==> src/rtl/slicer_pkg.sv <==
package slicer_pkg;

  // Sub-access type code driven on out_kind.
  typedef enum logic [1:0] {
    KIND_PART = 2'd0,
    KIND_WORD = 2'd1,
    KIND_LINE = 2'd2
  } sub_kind_e;

endpackage

==> src/rtl/slicer_be_mask.sv <==
// Byte-enable mask: set bits [off, off+cnt) of one word.
module slicer_be_mask #(
  parameter int WORD_B = 16,
  parameter int OFF_W  = $clog2(WORD_B),
  parameter int CNT_W  = OFF_W + 1
) (
  input  logic [OFF_W-1:0]  off,
  input  logic [CNT_W-1:0]  cnt,
  output logic [WORD_B-1:0] be
);

  localparam int EW = CNT_W + 1;

  logic [EW-1:0] lo;
  logic [EW-1:0] hi;

  always_comb begin
    lo = EW'(off);
    hi = EW'(off) + EW'(cnt);
  end

  for (genvar g = 0; g < WORD_B; g++) begin : g_lane
    assign be[g] = (EW'(g) >= lo) && (EW'(g) < hi);
  end

endmodule

==> src/rtl/slicer_step.sv <==
// Chooses the next legal sub-access from the running address and remaining length.
module slicer_step
  import slicer_pkg::*;
#(
  parameter int ADDR_W = 32,
  parameter int LEN_W  = 12,
  parameter int WORD_B = 16,
  parameter int LINE_B = 64,
  parameter int STEP_W = $clog2(LINE_B) + 1
) (
  input  logic [ADDR_W-1:0] cur_addr,
  input  logic [LEN_W-1:0]  rem_len,
  output sub_kind_e         kind,
  output logic [STEP_W-1:0] step_len,
  output logic [ADDR_W-1:0] sub_addr,
  output logic [WORD_B-1:0] sub_be
);

  localparam int WOFF_W = $clog2(WORD_B);
  localparam int LOFF_W = $clog2(LINE_B);
  localparam int CNT_W  = WOFF_W + 1;

  logic [WOFF_W-1:0] off;
  logic [CNT_W-1:0]  room;
  logic [CNT_W-1:0]  part_cnt;
  logic              short_rem;
  logic              line_ok;
  logic [WOFF_W-1:0] mask_off;
  logic [CNT_W-1:0]  mask_cnt;

  always_comb begin
    off       = cur_addr[WOFF_W-1:0];
    room      = CNT_W'(WORD_B) - CNT_W'(off);
    short_rem = rem_len < LEN_W'(WORD_B);
    line_ok   = (cur_addr[LOFF_W-1:0] == '0) && (rem_len >= LEN_W'(LINE_B));
    part_cnt  = (rem_len < LEN_W'(room)) ? CNT_W'(rem_len) : room;

    if ((off != '0) || short_rem) begin
      kind     = KIND_PART;
      step_len = STEP_W'(part_cnt);
      mask_off = off;
      mask_cnt = part_cnt;
    end else if (line_ok) begin
      kind     = KIND_LINE;
      step_len = STEP_W'(LINE_B);
      mask_off = '0;
      mask_cnt = CNT_W'(WORD_B);
    end else begin
      kind     = KIND_WORD;
      step_len = STEP_W'(WORD_B);
      mask_off = '0;
      mask_cnt = CNT_W'(WORD_B);
    end

    sub_addr = {cur_addr[ADDR_W-1:WOFF_W], {WOFF_W{1'b0}}};
  end

  slicer_be_mask #(
    .WORD_B (WORD_B),
    .OFF_W  (WOFF_W),
    .CNT_W  (CNT_W)
  ) u_mask (
    .off (mask_off),
    .cnt (mask_cnt),
    .be  (sub_be)
  );

endmodule

==> src/rtl/access_slicer.sv <==
// Splits one arbitrary access into legal burst / single / partial sub-accesses.
module access_slicer
  import slicer_pkg::*;
#(
  parameter int ADDR_W = 32,
  parameter int LEN_W  = 12,
  parameter int WORD_B = 16,
  parameter int LINE_B = 64
) (
  input  logic              clk,
  input  logic              rst_n,
  input  logic              in_valid,
  output logic              in_ready,
  input  logic [ADDR_W-1:0] in_addr,
  input  logic [LEN_W-1:0]  in_len,
  input  logic              in_write,
  output logic              in_err,
  output logic              out_valid,
  input  logic              out_ready,
  output logic [ADDR_W-1:0] out_addr,
  output logic [1:0]        out_kind,
  output logic [WORD_B-1:0] out_be,
  output logic              out_write
);

  localparam int LOFF_W = $clog2(LINE_B);
  localparam int STEP_W = LOFF_W + 1;

  // State registers
  logic              busy_q, busy_d;
  logic [ADDR_W-1:0] cur_q, cur_d;
  logic [LEN_W-1:0]  rem_q, rem_d;
  logic              wr_q, wr_d;
  logic              err_q, err_d;
  logic              ld_en;

  // Step decision
  sub_kind_e         kind;
  logic [STEP_W-1:0] step_len;
  logic [ADDR_W-1:0] sub_addr;
  logic [WORD_B-1:0] sub_be;

  logic take_in;
  logic take_out;

  slicer_step #(
    .ADDR_W (ADDR_W),
    .LEN_W  (LEN_W),
    .WORD_B (WORD_B),
    .LINE_B (LINE_B),
    .STEP_W (STEP_W)
  ) u_step (
    .cur_addr (cur_q),
    .rem_len  (rem_q),
    .kind     (kind),
    .step_len (step_len),
    .sub_addr (sub_addr),
    .sub_be   (sub_be)
  );

  // Next-state logic
  always_comb begin
    take_in  = in_valid && !busy_q;
    take_out = busy_q && out_ready;

    busy_d = busy_q;
    cur_d  = cur_q;
    rem_d  = rem_q;
    wr_d   = wr_q;
    err_d  = 1'b0;
    ld_en  = 1'b0;

    if (take_in) begin
      if (in_len == '0) begin
        err_d = 1'b1;
      end else begin
        ld_en  = 1'b1;
        busy_d = 1'b1;
        cur_d  = in_addr;
        rem_d  = in_len;
        wr_d   = in_write;
      end
    end else if (take_out) begin
      ld_en = 1'b1;
      cur_d = cur_q + ADDR_W'(step_len);
      rem_d = rem_q - LEN_W'(step_len);
      if (rem_q == LEN_W'(step_len)) begin
        busy_d = 1'b0;
      end
    end
  end

  // Control registers
  always_ff @(posedge clk or negedge rst_n) begin
    if (!rst_n) begin
      busy_q <= 1'b0;
      err_q  <= 1'b0;
    end else begin
      busy_q <= busy_d;
      err_q  <= err_d;
    end
  end

  // Data registers with explicit load enable
  always_ff @(posedge clk or negedge rst_n) begin
    if (!rst_n) begin
      cur_q <= '0;
      rem_q <= '0;
      wr_q  <= 1'b0;
    end else if (ld_en) begin
      cur_q <= cur_d;
      rem_q <= rem_d;
      wr_q  <= wr_d;
    end
  end

  assign in_ready  = !busy_q;
  assign in_err    = err_q;
  assign out_valid = busy_q;
  assign out_addr  = sub_addr;
  assign out_kind  = kind;
  assign out_be    = sub_be;
  assign out_write = wr_q;

  // bursts are line aligned with every lane enabled
  a_r4_line_aligned: assert property (@(posedge clk) disable iff (!rst_n)
    (out_valid && out_kind == 2'd2) |-> (out_addr[LOFF_W-1:0] == '0) && (&out_be));

  // singles enable the whole word
  a_r5_word_full: assert property (@(posedge clk) disable iff (!rst_n)
    (out_valid && out_kind == 2'd1) |-> (&out_be));

  // partials enable some but not all lanes
  a_r3_part_narrow: assert property (@(posedge clk) disable iff (!rst_n)
    (out_valid && out_kind == 2'd0) |-> (out_be != '0) && !(&out_be));

  // type code stays within the legal set
  a_r7_kind_legal: assert property (@(posedge clk) disable iff (!rst_n)
    out_valid |-> (out_kind != 2'd3));

  // held output under backpressure
  a_r8_hold: assert property (@(posedge clk) disable iff (!rst_n)
    (out_valid && !out_ready) |=> out_valid && $stable(out_addr) && $stable(out_kind)
                                  && $stable(out_be) && $stable(out_write));

  // error pulse only follows a taken zero-length request, with nothing emitted
  a_r2_err_source: assert property (@(posedge clk) disable iff (!rst_n)
    in_err |-> $past(in_valid && in_ready && (in_len == '0)) && !out_valid);

endmodule

==> config.mk <==
export PLATFORM = sky130hd
export DESIGN_NAME = access_slicer
export DESIGN_NICKNAME = d
export VERILOG_FILES = /design/src/rtl/slicer_pkg.sv /design/src/rtl/slicer_be_mask.sv /design/src/rtl/slicer_step.sv /design/src/rtl/access_slicer.sv
export SDC_FILE = /design/constraint.sdc
export NUM_CORES = 1
export LEC_CHECK = 0
export BUFFER_PORTS_ARGS = -buffer_cell sky130_fd_sc_hd__buf_2
export CAP_MARGIN = 0
export CORE_AREA = 5 5 99 101
export CTS_BUF_LIST = sky130_fd_sc_hd__clkbuf_2 sky130_fd_sc_hd__clkbuf_4 sky130_fd_sc_hd__clkbuf_8
export DETAILED_ROUTE_END_ITERATION = 8
export DIE_AREA = 0 0 104 106
export GPL_TIMING_DRIVEN = 0
export HOLD_SLACK_MARGIN = 0.1
export PLACE_DENSITY = 0.8
export REMOVE_ABC_BUFFERS = 1
export SYNTH_ARGS = -nofsm -noshare
export SYNTH_HDL_FRONTEND = slang
export SYNTH_SLANG_ARGS = --single-unit
==> constraint.sdc <==
create_clock -name clk -period 10.7 [get_ports clk]
set_input_delay 0.535 -clock clk [delete_from_list [all_inputs] [get_ports clk]]
set_output_delay 0.535 -clock clk [all_outputs]
set_load 0.02 [all_outputs]
======== Yosys cells after proc, flatten, opt, wreduce, memory -nomap -nowiden ========
Index checks and enable logic that the tools add are counted.
word-level totals
  bits in registers ....................... 47
  bits of input ports ..................... 49
  output and inout bits ................... 54
cells by class
  add/subtract/negate cells ............... 4
  magnitude comparators ................... 35
  eq/ne operators ......................... 2
  mux-type cells .......................... 22
  bitwise gates (word level) .............. 1
  reductions and logical operators ........ 29
operators by type and width
  cell                                                  number
  two-way mux 32 bit                                    3
  < comparator 4 x 6 -> 1 bit, first input constant     8
  two-way mux 12 bit                                    3
  adder 32 x 7 -> 32 bit                                1
  >= comparator 4 bit, first input constant             8
  < comparator 3 x 6 -> 1 bit, first input constant     4
  logical AND 1 bit                                     19
  >= comparator 3 x 4 -> 1 bit, first input constant    4
  two-way mux 7 bit                                     2
  == test 12 x 7 -> 1 bit                               1
  >= comparator 12 x 7 -> 1 bit, second input constant  1
  zero test 12 bit                                      1
  < comparator 1 x 6 -> 1 bit, first input constant     2
  < comparator 12 x 5 -> 1 bit                          1
  < comparator 12 x 5 -> 1 bit, second input constant   1
  < comparator 2 x 6 -> 1 bit, first input constant     2
  subtractor 12 x 7 -> 12 bit                           1
  two-way mux 5 bit                                     2
  two-way mux 1 bit                                     9
  AND reduction 3 bit                                   3
  >= comparator 1 x 4 -> 1 bit, first input constant    2
  >= comparator 2 x 4 -> 1 bit, first input constant    2
  adder 4 x 5 -> 6 bit                                  1
  zero test 6 bit                                       1
  other kinds (9)                                       11

======== Longest topological paths before layout ========
  word-level depth ........................ 8
  depth in mapped cells ................... 21

======== By module ========
Synthesis repeated with hierarchy kept, for this count alone.
unflattened totals
  cells, all modules ...................... 557
  area, all modules ....................... 4519.3 um2
modules (own cells, without submodules)
  module          times used  cells each  area an instance (um2)
  access_slicer   1           389         3323.2
  slicer_step     1           85          616.8
  slicer_be_mask  1           83          579.3

======== Worst setup path after synthesis ========
Ideal clock, no wire load.
  path kind ............................... reg-to-output
  start ................................... register cur_q[1]
  end ..................................... output out_be[10]
  arrival ................................. 4.461 ns
  data required time ...................... 10.165 ns
  setup slack ............................. 5.704 ns
  cell stages (with the launch flop) ...... 15
  path buffers ............................ 1
  cells stage by stage .................... dfrtp_1 inv_1 ha_1 inv_1 or3_2 buf_4 ha_1 a21o_2 a211oi_2 a21oi_1 or2_2 fa_1 xnor2_1 nor2_1 a311oi_1
on the way
  cells in the longest elaborated chain, start to end .. 7
  elaborated cells between the ends (all ways) .. 11
RTL lines
  element                       RTL line              text
  start: declaration            access_slicer.sv:31   logic [ADDR_W-1:0] cur_q, cur_d;
  start signal: assignment      access_slicer.sv:111  cur_q <= cur_d;
  subtractor 5 x 4 -> 5 bit     slicer_step.sv:33     room = CNT_W'(WORD_B) - CNT_W'(off);
  < comparator 12 x 5 -> 1 bit  slicer_step.sv:36     part_cnt = (rem_len < LEN_W'(room)) ? CNT_W'(rem_len) : room;
  two-way mux 5 bit             slicer_step.sv:36
  two-way mux 5 bit             slicer_step.sv:38     if ((off != '0) || short_rem) begin
  adder 4 x 5 -> 6 bit          slicer_be_mask.sv:19  hi = EW'(off) + EW'(cnt);
  < comparator 4 x 6 -> 1 bit   slicer_be_mask.sv:23  assign be[g] = (EW'(g) >= lo) && (EW'(g) < hi);
  logical AND 1 bit *           slicer_be_mask.sv:23
  end: declaration              access_slicer.sv:22   output logic [WORD_B-1:0] out_be,
Every way passes the cells marked *; elsewhere a longest branch is shown, timed or not.

======== Worst setup path in the final report ========
  start ................................... register cur_q[1]
  end ..................................... output out_be[2]
on the way
  cells in the longest elaborated chain, start to end .. 7
  elaborated cells between the ends (all ways) .. 11
RTL lines
  element                       RTL line
  subtractor 5 x 4 -> 5 bit     slicer_step.sv:33
  < comparator 12 x 5 -> 1 bit  slicer_step.sv:36
  two-way mux 5 bit             slicer_step.sv:36
  two-way mux 5 bit             slicer_step.sv:38
  adder 4 x 5 -> 6 bit          slicer_be_mask.sv:19
  < comparator 2 x 6 -> 1 bit   slicer_be_mask.sv:23
  logical AND 1 bit *           slicer_be_mask.sv:23
Marks and branches as above.

==> flow_summary.toml <==
[run_status]
status = "finished, final reports clean"

[synth]
synthCells = 551
ys_warn_count = 0
postSynthAreaPerCell_sq_um = 7.77
synthFlopType = "dfrtp_1"
synthTopCellsByCount = "a21oi_1, nor2_1, nand2_1, dfrtp_1, buf_4"
synth_edf_count = 0
synth_top_area_frac = 0.275
synth_cell_type_count = 64
synth_area_leaders = "dfrtp_1, ha_1, a21oi_1"
async_reset_ff_frac = 1.00
syn-cell-area_sq_mm = 0.00428
synth_seq_cells = 47
synth_area_leader_cell = "dfrtp_1"
ys_seq_area_frac = 0.275
synth.most_common_cell = "a21oi_1"

[cts]
cts_setup_buffers = 0
cts_buffer_depth = 2
root_buffer = "clkbuf_8"
cts.sinks = 47
htree_levels = 2
clkLatencyLatePin_ns = 0.31
cts_resized = 0
cts_made_buffers = 5
cts_tree = "done"
clkTransAtPathRegs_ns = 0.11
ctsHoldBuffers = 0

[worst_setup_path]
crit_path_end_kind = "output port"
start_kind = "flip-flop"
required_ns = 10.17
crit_arrival_ns = 5.51
critPathSlowestCell = "dfrtp_1"
path_buf_inv = 3
crit_path_frequent_cell = "ha_1"
cp_cell_sequence = "inv_1 > ha_1 > inv_1 > or3_2 > ha_1 > a21o_2 > a211oi_2 > a21oi_1 > nor2_1 > ha_1 > a21o_1 > a21oi_1 > mux2i_1 > o2111a_1 > and2b_4 > a2111oi_4 > buf_2"
slowest_delay_ns = 0.55
cp_max_fo = 10
crit_type = "flip-flop to output port"
cp_top_family = "compound AO/OA/AOI/OAI gates"

[detailed_routing]
wl_per_cell_um = 16.7
drc = 0
viasPerCell = 6.11
vias = 4341
ant_nets = 0
routed_wirelength_mm = 11.8
dr.first_iter.drc_count = 318
drt_pre_antenna_iters = 5

[timing]
fin_setup_tns_ns = 0
worst_pin_slew_ns = 1.12
fmax_ghz = 0.165
slew_headroom = 0.255
finalHoldViolCount = 0
setup_viol = 0
finalWorstSetupSlack_ns = 4.66
slew_viol_final = 0
rsz0062_at_grt = "false"
fin_crit_ns = 6.04
clock_skew_ns = 0.0174
fin_crit_sh = 0.565

[grt]
grt_pass1_vias = 4263
antenna_found_initial = 0
grt_usage = 0.210
grt_start_max_net_pins = 48
grt_pass1_wl_mm = 20.1
grt_overflow = 0

[cells_and_area]
drive_gt1_frac = 0.224
final_nets = 673
area_growth_pct = 10.9
diodes = 0

[power]
power_density_mw_per_mm2 = 409
leakage_nw = 2.16
vdd_drop_max_mv = 0.189

[floorplan]
die_y_um = 106
ios = 103
core_sq_mm = 0.00893
start_util = 0.479
die_x_um = 104
std_cell_rows = 35
dieArea_sq_mm = 0.0110

[run]
drv_cap = 0

[placement]
post-place-ws_ns = 5.06
place.gp.congestion = 0.903
dp_hpwl_mm = 8.72
portBuffers = 98

[hold_path]
min-delay-path-class = "input pin to flip-flop"
[cell type report]
cell class,count,area (sq um)
timing repair buffer,101,541
tap,111,139
clock inverter,3,67.6
clock buffer,5,68.8
inverter,26,97.6
multi-input combinational,417,2660
fill,872,4190
sequential,47,1180
[layer usage]
metal	GRT usage	vias up	routed length (um)
met5	0	-	0
met4	0.0500	0	122
met3	0.0461	16	892
met2	0.353	183	5680
met1	0.277	2068	5160
li1	-	2074	-
[placed cells by master, fill, tap and decap left out, drive strengths merged, types with 4 or more instances in the layout]
cell type  synthesis  layout
and2               4       4
and3               5       5
a221oi             5       5
ha                23      23
nor4              11      11
or2                5       5
xnor2              8       8
a311oi             4       4
nor2              53      53
dfrtp             47      47
buf               34     101
or4                5       5
a21o               6       6
a31oi              8       8
o21ai             31      31
a211oi            10      10
a21oi             57      57
conb               1       4
nor2b              5       5
o22ai             12      12
clkbuf            30       5
nor3              17      17
or3                6       6
inv               26      26
nand3             16      16
nand2b             6       6
and4               8       8
o21a               5       5
nand4              5       5
nand2             51      51
[worst min-delay path: stages]
cell and delay [ns]:
buf_2 0.07, nand2_1 0.04, nand2_1 0.05
[worst paths after layout]
check / from / end / slack (ns) / cells past startpoint
worst max-delay path: cur_q[1] / out_be[2] / 4.66 / 17
worst min-delay path: in_write / out_write / 0.42 / 3
worst max register to register: cur_q[1] / cur_q[20] / 5.16 / 18
worst min register to register: out_write / out_write / 0.49 / 2
max in group asynchronous: rst_n / cur_q[13] / 9.58 / 1
min in group asynchronous: rst_n / cur_q[23] / 0.43 / 1
[metrics by stage]
stage                     total power [W]  instances  cell area (sq um)  utilization  hold WS, ns
after floorplan                   0.00141        490               3920            -        0.239
after global placement            0.00170        699               4550        0.509        0.462
after detailed placement          0.00177        702               4610        0.516        0.466
after CTS                         0.00193        710               4740        0.531        0.418
after global routing              0.00213        710               4750        0.531        0.426
final                             0.00194        710               4750        0.531        0.423
[flip-flops by register name (all words and copies together), names as in the netlist]
name	count
cur_q	32
in_err	1
out_valid	1
out_write	1
rem_q	12
[power breakdown]
part	switching, W	internal, W
Clock	0.0000664	0.0000933
Sequential	0.000118	0.000249
Combinational	0.000853	0.000560
[cells by family (layout without fill, tap and decap cells)]
logic type | Yosys count | in the layout | synth area share
simple gates | 200 | 200 | 0.231
compound gates | 172 | 172 | 0.269
buf+inv | 90 | 135 | 0.110
flops | 47 | 47 | 0.275
fa+ha+maj | 26 | 26 | 0.0812
xor+xnor | 11 | 11 | 0.0225
mux | 4 | 4 | 0.0105
other cells | 1 | 4 | 0.000876
(Power assumes the default switching activity.)
